$ cat src/rtl/stack_call_pkg.sv
package stack_call_pkg;

    localparam int REG_COUNT  = 8;
    localparam int RIDX_W     = $clog2(REG_COUNT);
    localparam int SAVE_COUNT = REG_COUNT - 1;
    localparam int STEP_W     = $clog2(SAVE_COUNT);
    localparam logic [RIDX_W-1:0] FP_IDX = RIDX_W'(REG_COUNT - 1);

    typedef enum logic [7:0] {
        OP_CALL  = 8'h31,
        OP_EXIT  = 8'h32,
        OP_PUSH  = 8'h33,
        OP_POP   = 8'h34,
        OP_PUSHR = 8'h35,
        OP_POPR  = 8'h36
    } stk_op_e;

    typedef enum logic [1:0] {WS_OPND, WS_REG, WS_RET} wsrc_e;

    typedef enum logic [1:0] {ST_IDLE, ST_RUN, ST_FIN} seq_state_e;

    // One memory access per step; what it moves and where it lands.
    typedef struct packed {
        logic              is_push;
        wsrc_e             src;
        logic [RIDX_W-1:0] rd_idx;
        logic              rf_we;
        logic [RIDX_W-1:0] rf_idx;
        logic              pc_ld;
        logic              last;
    } step_t;

    function automatic logic is_stack_op(logic [7:0] code);
        return (code == OP_CALL) || (code == OP_EXIT) || (code == OP_PUSH) ||
               (code == OP_POP)  || (code == OP_PUSHR) || (code == OP_POPR);
    endfunction

    function automatic step_t step_decode(stk_op_e op, logic [STEP_W-1:0] cnt,
                                          logic [RIDX_W-1:0] dst);
        step_t s;
        s = '0;
        case (op)
            OP_PUSH: begin
                s.is_push = 1'b1;
                s.src     = WS_OPND;
                s.last    = 1'b1;
            end
            OP_POP: begin
                s.rf_we  = 1'b1;
                s.rf_idx = dst;
                s.last   = 1'b1;
            end
            OP_PUSHR: begin
                s.is_push = 1'b1;
                s.src     = WS_REG;
                s.rd_idx  = RIDX_W'(cnt);
                s.last    = (cnt == STEP_W'(SAVE_COUNT - 1));
            end
            OP_POPR: begin
                s.rf_we  = 1'b1;
                s.rf_idx = RIDX_W'(SAVE_COUNT - 1) - RIDX_W'(cnt);
                s.last   = (cnt == STEP_W'(SAVE_COUNT - 1));
            end
            OP_CALL: begin
                s.is_push = 1'b1;
                s.src     = (cnt == '0) ? WS_RET : WS_REG;
                s.rd_idx  = FP_IDX;
                s.last    = (cnt != '0);
            end
            OP_EXIT: begin
                s.rf_we  = (cnt == '0);
                s.rf_idx = FP_IDX;
                s.pc_ld  = (cnt != '0);
                s.last   = (cnt != '0);
            end
            default: s.last = 1'b1;
        endcase
        return s;
    endfunction

endpackage

$ cat src/rtl/stack_call_ctrl.sv
module stack_call_ctrl
    import stack_call_pkg::*;
(
    input  logic              clk,
    input  logic              rst,
    input  logic              launch,
    input  logic              last_step,
    output seq_state_e        state,
    output logic [STEP_W-1:0] step_cnt
);

    always_ff @(posedge clk) begin
        if (rst) begin
            state    <= ST_IDLE;
            step_cnt <= '0;
        end else begin
            case (state)
                ST_IDLE: begin
                    if (launch) begin
                        state    <= ST_RUN;
                        step_cnt <= '0;
                    end
                end
                ST_RUN: begin
                    if (last_step) state <= ST_FIN;
                    else           step_cnt <= step_cnt + STEP_W'(1);
                end
                default: state <= ST_IDLE;
            endcase
        end
    end

endmodule

$ cat src/rtl/stack_call_ptr.sv
module stack_call_ptr #(
    parameter int DW = 32
) (
    input  logic          clk,
    input  logic          rst,
    input  logic          load,
    input  logic [DW-1:0] load_val,
    input  logic          adv,
    input  logic          grow,
    output logic [DW-1:0] sp_q,
    output logic [DW-1:0] acc_addr
);

    logic [DW-1:0] sp_inc;
    assign sp_inc   = sp_q + DW'(1);
    // Pushes touch the slot above; pops touch the current top.
    assign acc_addr = grow ? sp_inc : sp_q;

    always_ff @(posedge clk) begin
        if (rst)       sp_q <= '0;
        else if (load) sp_q <= load_val;
        else if (adv)  sp_q <= grow ? sp_inc : sp_q - DW'(1);
    end

endmodule

$ cat src/rtl/stack_call_seq.sv
module stack_call_seq
    import stack_call_pkg::*;
#(
    parameter int DW = 32
) (
    input  logic              clk,
    input  logic              rst,
    input  logic              start,
    input  logic [7:0]        op_code,
    input  logic [RIDX_W-1:0] sp_reg,
    input  logic [DW-1:0]     operand,
    input  logic [DW-1:0]     pc_cur,
    output logic [RIDX_W-1:0] rf_rd_idx,
    input  logic [DW-1:0]     rf_rd_data,
    output logic              rf_we,
    output logic [RIDX_W-1:0] rf_wr_idx,
    output logic [DW-1:0]     rf_wr_data,
    output logic              mem_we,
    output logic              mem_re,
    output logic [DW-1:0]     mem_addr,
    output logic [DW-1:0]     mem_wdata,
    input  logic [DW-1:0]     mem_rdata,
    output logic              pc_we,
    output logic [DW-1:0]     pc_wdata,
    output logic              busy,
    output logic              done
);

    seq_state_e        state;
    logic [STEP_W-1:0] step_cnt;
    logic              launch, run, fin;
    stk_op_e           op_q;
    logic [RIDX_W-1:0] rj_q;
    logic [DW-1:0]     opnd_q, ret_q, sp_q, acc_addr;
    step_t             st;

    assign launch = start && (state == ST_IDLE) && is_stack_op(op_code);
    assign run    = (state == ST_RUN);
    assign fin    = (state == ST_FIN);
    assign st     = step_decode(op_q, step_cnt, opnd_q[RIDX_W-1:0]);

    always_ff @(posedge clk) begin
        if (rst) begin
            op_q   <= OP_PUSH;
            rj_q   <= '0;
            opnd_q <= '0;
            ret_q  <= '0;
        end else if (launch) begin
            op_q   <= stk_op_e'(op_code);
            rj_q   <= sp_reg;
            opnd_q <= operand;
            ret_q  <= pc_cur + DW'(1);
        end
    end

    stack_call_ctrl u_ctrl (
        .clk       (clk),
        .rst       (rst),
        .launch    (launch),
        .last_step (st.last),
        .state     (state),
        .step_cnt  (step_cnt)
    );

    stack_call_ptr #(.DW(DW)) u_ptr (
        .clk      (clk),
        .rst      (rst),
        .load     (launch),
        .load_val (rf_rd_data),
        .adv      (run),
        .grow     (st.is_push),
        .sp_q     (sp_q),
        .acc_addr (acc_addr)
    );

    // In idle the read port fetches the stack pointer for capture.
    assign rf_rd_idx = (state == ST_IDLE) ? sp_reg : st.rd_idx;

    assign mem_we   = run && st.is_push;
    assign mem_re   = run && !st.is_push;
    assign mem_addr = acc_addr;

    always_comb begin
        case (st.src)
            WS_REG:  mem_wdata = rf_rd_data;
            WS_RET:  mem_wdata = ret_q;
            default: mem_wdata = opnd_q;
        endcase
    end

    // Stack pointer is written back only in the final cycle, so it wins
    // over any load of the same register earlier in the sequence.
    always_comb begin
        rf_we      = 1'b0;
        rf_wr_idx  = rj_q;
        rf_wr_data = sp_q;
        if (fin) begin
            rf_we = 1'b1;
            if (op_q == OP_EXIT) rf_wr_data = sp_q - opnd_q;
        end else if (run && st.rf_we) begin
            rf_we      = 1'b1;
            rf_wr_idx  = st.rf_idx;
            rf_wr_data = mem_rdata;
        end
    end

    always_comb begin
        pc_we    = 1'b0;
        pc_wdata = mem_rdata;
        if (fin && op_q == OP_CALL) begin
            pc_we    = 1'b1;
            pc_wdata = opnd_q;
        end else if (run && st.pc_ld) begin
            pc_we = 1'b1;
        end
    end

    assign busy = (state != ST_IDLE);
    assign done = fin;

endmodule

$ cat config.mk
export PLATFORM = sky130hd
export DESIGN_NAME = stack_call_seq
export DESIGN_NICKNAME = d
export VERILOG_FILES = /design/src/rtl/stack_call_pkg.sv /design/src/rtl/stack_call_ctrl.sv /design/src/rtl/stack_call_ptr.sv /design/src/rtl/stack_call_seq.sv
export SDC_FILE = /design/constraint.sdc
export NUM_CORES = 1
export LEC_CHECK = 0
export BUFFER_PORTS_ARGS = -buffer_cell sky130_fd_sc_hd__buf_2
export CORE_MARGIN = 2
export CORE_UTILIZATION = 35
export CTS_CLUSTER_SIZE = 28
export DETAILED_ROUTE_END_ITERATION = 12
export SLEW_MARGIN = 5
export SYNTH_ARGS = -nofsm -noshare
export SYNTH_HDL_FRONTEND = slang
export SYNTH_SLANG_ARGS = --single-unit
$ cat constraint.sdc
create_clock -name clk -period 3.94 [get_ports clk]
set_input_delay 0.197 -clock clk [delete_from_list [all_inputs] [get_ports clk]]
set_output_delay 0.197 -clock clk [all_outputs]
set_load 0.01 [all_outputs]
==> impl_results.md, run 1 <==
- Final setup violation count: 0
- Net switching power: 0.8015 mW
- Final Cycle Share: 0.9437
- Post-Layout Cell Count: 1882
- Fin. Hold Viols: 0
- CTS tree: done
- Max Slew Vio Count: 0
- I/O Pins: 282
- Setup WS pre-CTS: 454.9 ps
- Placed cell area: 10850 sq um
- CTS Buf Count: 9
- RSZ-0062 raised after global routing: true
- Nets: 1723
- GP Congestion: 0.9410
- Nature of the critical path endpoint: output pin
- Initial antenna violation count: 3
- Clock share of power: 0.385
- Fmax: 269.0 MHz
- Starting Density: 0.3541
- Max Cap Viol: 0
- First-pass GRT wire length: 55770 um
- Reg area: 2242 sq um
- Top_reg_cell synth: dfxtp_1
- Core area: 25910 sq um
- Drc violations: 0
- Switching share of total power: 0.3085
- Layout cell share with drive strength beyond 1: 0.2299
- Cell Pwr Density: 232.5 nW/um^2
- Vias: 10600
- Routed wire length: 36590 um
- Synthesis-stage register bit count: 112
- Fin area: 11170 sq um
- Sequential fraction of the synthesis area: 0.2444
- Critical path type: flop to output pin
- Final HPWL DP: 27910 um
- Vias per cell: 5.632
- Peak VDD IR: 164.5 uV
- Routed WL per cell: 19.44 um
- Worst EP arrival: 3520 ps
- Min-Delay Path Class: input pin to flop
- GR Overflow Total: 0
- Synth Area per Inst: 6.951 sq um
- Mapped Cells: 1320
- I/O Buffers: 281
- Commonest non-fill, non-tap cell in the layout: buf_2
- GRT Resource Usage Total: 0.2540
- Area Growth Syn to Fin: 21.79%
- Rel. slew slack: 0.2909
- Multi-input logic area: 6355 sq um
- Row Count: 59
- CTS sink cnt: 112
- Syn Std Cell Area: 9175 sq um
- Number of flops mapped to enable cells by yosys: 0
- Outcome: complete, no violations
- DIE AREA: 27530 sq um
- Largest net degree at the start of global routing: 83
- Number of fill cells: 2782
- Static leakage: 4.872 nW
- Yosys cell types: 73
- Vias in the first global route: 9773
- Most frequent cells in the layout: 280 x buf_2, 191 x nand2_1, 124 x nor2_1
- Startpoint Class: flop
- Least-Margin Pin Slew: 1060 ps
- Worst Skew: 15.00 ps
- Setup TNS: 0 ps
- Clock-pin transition on the worst setup and hold timing paths: 90 ps
- Critical Path RT: 3740 ps
- Hold WS: 48.58 ps
- CP Max Fanout: 7
- PnR worst setup slack: 221.9 ps
- # placed instances: 1863
- Die W: 165.9 um
- Mapped Nets: 1504
- Internal power: 1.797 mW
- Sequential power share: 0.443
- Starting DRC count in detailed routing: 939
- Tmin final: 3718 ps
- Async SR Flop Fraction: 0
- Post-detailed-route count of antenna-violating nets: 0
- H-tree Lvls: 3
- Logic gate share of total power: 0.171
- Synth warn: 0
- CTS Buffer Depth: 2
- Chip Height: 165.9 um
- Clk Latency, worst-skew pair: 370 ps
- CTS Hold Bufs: 0
- Drt first pass iters: 6
- Final Power: 2.598 mW
- Final Core Density: 0.4313
- CTS Root Cell: clkbuf_16
==> logic make-up (layout without fill, tap and decap cells) <==
| kind of cell | Yosys count | after routing | share of synthesized area |
|---|---|---|---|
| AOI/OAI and AO/OA | 425 | 425 | 0.2933 |
| xor gates and xnor gates | 88 | 88 | 0.08400 |
| adders and majority gates | 42 | 42 | 0.05809 |
| buffers and inverters | 154 | 378 | 0.06478 |
| DFF | 112 | 112 | 0.2444 |
| muxes | 5 | 5 | 0.005727 |
| other | 0 | 3 | 0 |
| and+or+nand+nor | 494 | 494 | 0.2497 |
==> final timing paths <==
check	startpoint	endpoint	slack, ps	cells past startpoint
setup / recovery	u_ptr.sp_q[0]	rf_wr_data[30]	220	13
hold reg to reg	op_q[5]	op_q[5]	450	1
hold / removal	operand[5]	opnd_q[5]	50	3
setup reg to reg	op_q[7]	u_ptr.sp_q[26]	780	10
==> power groups by stage <==
stage | clock (mW) | sequential (mW) | combinational (mW)
floorplan | 0 | 1.17 | 0.248
global placement | 0 | 1.18 | 0.437
detailed placement | 0 | 1.18 | 0.439
CTS | 1.02 | 1.15 | 0.441
global route | 1.06 | 1.15 | 0.490
finish | 1.00 | 1.15 | 0.445
==> layout make-up <==
class | count | share of cell area
Inverter | 52 | 0.01747
Sequential cell | 112 | 0.2006
Clock buffer | 9 | 0.02015
Clock inverter | 7 | 0.008174
Multi-Input combinational cell | 1054 | 0.5687
Timing Repair Buffer | 310 | 0.1467
Antenna cell | 3 | 0.0006718
Tap cell | 335 | 0.03751
==> flip-flops by register name, summed over array words and instances (netlist names) <==
signal           count
u_ptr.sp_q          32
u_ctrl.step_cnt      3
ret_q               32
u_ctrl.state         2
opnd_q              32
op_q                 8
rj_q                 3
==> critical path, cell delays in order, from the launching register on <==
cell	delay (ps)
dfxtp_1	440
inv_1	140
ha_1	230
fa_1	390
nor2b_1	240
o31a_1	240
o21ai_1	210
o2111ai_1	290
nand4_1	170
nand3_1	190
o31ai_1	110
xor2_1	150
o21ai_0	180
buf_2	160
==> synth_stat cells (all sizes together), types with 3 or more instances <==
cell type | count | area share
nand2 | 193 | 0.079
nor2 | 126 | 0.052
a21oi | 122 | 0.067
o21ai | 121 | 0.066
dfxtp | 112 | 0.24
clkbuf | 93 | 0.039
inv | 52 | 0.021
xor2 | 51 | 0.049
ha | 41 | 0.056
nand3 | 38 | 0.021
xnor2 | 37 | 0.035
a211oi | 36 | 0.030
a22oi | 36 | 0.029
a221oi | 33 | 0.032
nor3 | 32 | 0.019
nand2b | 15 | 0.010
and3 | 13 | 0.0089
or3 | 13 | 0.0090
and2 | 12 | 0.0082
nand4 | 12 | 0.0082
a21o | 11 | 0.0091
a31oi | 11 | 0.0075
or4 | 10 | 0.0095
buf | 9 | 0.0049
a222oi | 7 | 0.0076
nor2b | 7 | 0.0048
and4 | 5 | 0.0049
nand3b | 5 | 0.0055
o41ai | 5 | 0.0048
a221o | 4 | 0.0044
nor4 | 4 | 0.0027
o21a | 4 | 0.0033
o31ai | 4 | 0.0033
or2 | 4 | 0.0027
a311oi | 3 | 0.0029
mux2i | 3 | 0.0033
nor3b | 3 | 0.0025
o211ai | 3 | 0.0025
o22ai | 3 | 0.0020
o311ai | 3 | 0.0029
==> metal layers <==
| layer | track usage | routed length, um | share of wire | up-vias |
|---|---|---|---|---|
| met3 | 0.03575 | 2748 | 0.075 | 62 |
| li1 | - | - | - | 5190 |
| met1 | 0.3612 | 16720 | 0.46 | 4879 |
| met2 | 0.3893 | 15980 | 0.44 | 469 |
| met5 | 0 | 0 | 0 | - |
| met4 | 0.09603 | 1148 | 0.031 | 0 |
==> what timing repair did <==
item	in CTS	in global routing
gates resized for setup	0	5
buffers inserted	0	0
endpoints found under the setup margin	0	8
hold endpoints to repair	0	0
Power figures use the tool's default switching activity.
==> inputs of run 2 (changes only) <==
- CELL_PAD_IN_SITES_DETAIL_PLACEMENT: unset -> 2
- CELL_PAD_IN_SITES_GLOBAL_PLACEMENT: unset -> 2
- CORE_UTILIZATION: 35 -> 28
- PLACE_DENSITY_LB_ADDON: unset -> 0.1
==> run 2 against run 1 <==
Compared with the run above: cell count rose by 6.1%; clock-buffer cell count increased by 1; clock skew shrank 3.2 ps; worst hold slack gained 11 ps; critical path type unchanged; highest routed layer unchanged.
==> impl_results.md, run 2 (synthesis results as in run 1) <==
- Outcome: complete, no violations
- Switching share of total power: 0.3111
- Postcts setup bufs: 0
- I/O Buffers: 281
- Critical path type: flop to output pin
- Setup TNS: 0 ps
- Max Slew Vio Count: 0
- Starting Density: 0.2834
- Drt first pass iters: 5
- Nets: 1733
- H-tree Lvls: 3
- Buf/Inv on CP: 3
- Nature of the critical path endpoint: output pin
- Largest net degree at the start of global routing: 92
- I/O Pins: 282
- Layout cell share with drive strength beyond 1: 0.2368
- CTS Buf Count: 9
- Final setup violation count: 0
- Crit. path cell count: 14
- Cell Pwr Density: 227.4 nW/um^2
- Routed wire length: 43660 um
- Tmin final: 3634 ps
- CP top delay family: compound AO/OA/AOI/OAI gates
- GP Congestion: 0.8774
- CTS sink cnt: 112
- Worst R2R Start: op_q[7]
- Slowest stage delay, CP: 420 ps
- CTS Hold Bufs: 0
- Least-Margin Pin Slew: 1110 ps
- Min-Delay Path Class: input pin to flop
- Rel. slew slack: 0.2603
- Worst EP arrival: 3440 ps
- Critical Path Slowest Stage Cell: fa_1
- Drc violations: 0
- Number of cells on the worst reg-to-reg path: 10
- Max Cap Viol: 0
- CTS Buffer Depth: 2
- Clk Latency, worst-skew pair: 370 ps
- Internal power: 1.783 mW
- Static leakage: 4.919 nW
- Startpoint Class: flop
- Die W: 185.0 um
- PnR worst setup slack: 305.7 ps
- Number of fill cells: 4012
- Final Cycle Share: 0.9224
- Vias: 10763
- Worst Skew: 11.85 ps
- Core area: 32370 sq um
- Reg area: 2245 sq um
- Clock share of power: 0.376
- Initial antenna violation count: 1
- Logic gate share of total power: 0.180
- Final HPWL DP: 34130 um
- Post-detailed-route count of antenna-violating nets: 0
- CTS Root Cell: clkbuf_16
- Multi-input logic area: 6369 sq um
- Net switching power: 0.8054 mW
- GRT Resource Usage Total: 0.2532
- Top Registers: opnd_q x32, ret_q x32, u_ptr.sp_q x32
- Vias per cell: 5.390
- Clock-pin transition on the worst setup and hold timing paths: 90 ps
- Peak VDD IR: 281.6 uV
- First-pass GRT wire length: 66190 um
- Fin. Hold Viols: 0
- Worst hold stages: 3
- Commonest non-fill, non-tap cell in the layout: buf_2
- CTS tree: done
- Final Power: 2.589 mW
- RSZ-0062 raised after global routing: false
- Vias in the first global route: 11169
- Starting DRC count in detailed routing: 605
- Hold WS: 59.25 ps
- Row Count: 66
- Hold path start: operand[6]
- Fmax: 275.2 MHz
- CP Max Fanout: 7
- Chip Height: 185.0 um
- Most frequent cells in the layout: 280 x buf_2, 191 x nand2_1, 125 x nor2_1
- Critical Path RT: 3740 ps
- DIE AREA: 34230 sq um
- Routed WL per cell: 21.86 um
- Area Growth Syn to Fin: 24.06%
- Final Core Density: 0.3516
- Sequential power share: 0.445
- Cells along the critical path: inv_1, ha_1, fa_1, nor2b_2, o31a_1, o21ai_1, buf_4, o2111ai_1, nand4_1, nand3_1, o31ai_1, xor2_1, o21ai_0, buf_2
- Crit path from: u_ptr.sp_q[0]
- Setup WS pre-CTS: 427.2 ps
- GR Overflow Total: 0
-- run 2: cell types whose count changed in the layout (fill, tap and decap cells not counted), sizes merged --
cell    delta
buf       +10
diode      -2
clkinv     +1
inv        -2
clkbuf     +1
-- run 2: final timing paths --
check                                      end  slack [ps]
worst max-delay path            rf_wr_data[30]         310
worst min-delay path                 opnd_q[6]          60
worst max register to register  u_ptr.sp_q[26]         750
worst min register to register         op_q[4]         460
-- run 2: repair_timing --
action,in CTS,in global routing
endpoints found under the hold margin,0,0
resized for setup,0,8
setup endpoints to repair,0,9
-- run 2: metal layers --
layer	up-vias	part of all wire	GRT usage
li1	5178	-	-
met1	5328	0.48	0.3497
met2	223	0.47	0.4250
met3	34	0.036	0.02517
met4	0	0.015	0.05619
met5	-	0	0
-- run 2: final cells by class --
class,instances,area share
timing repair buffer,320,0.1517
tap,442,0.04859
sequential,112,0.1972
clock inverter,6,0.005496
antenna,1,0.0002199
clock buffer,10,0.02012
inverter,52,0.01715
multi-input combinational,1054,0.5595
-- run 2: power groups by stage --
stage | sequential, mW | combinational (mW) | clock [mW]
after floorplan | 1.17 | 0.248 | 0
after global placement | 1.18 | 0.458 | 0
after detailed placement | 1.18 | 0.466 | 0
after CTS | 1.15 | 0.468 | 1.01
after global routing | 1.15 | 0.515 | 1.04
final | 1.15 | 0.465 | 0.973
-- run 2: worst reg2reg max path: stages, from the launching register on --
cell and delay, ps:
dfxtp_1 320, and4bb_2 310, and2_1 140, and3_1 320, inv_1 90, or4_1 660, or3_1 480, o22ai_1 260
o21ai_0 130, a222oi_1 280, nor2_1 60
-- run 2: per-stage QoR --
step           std cells  area [sq um]
3_3_place_gp        1980         11070
6_report            1997         11380
2_1_floorplan       1320          9175
5_1_grt             1996         11380
3_5_place_dp        1980         11070
4_1_cts             1996         11360
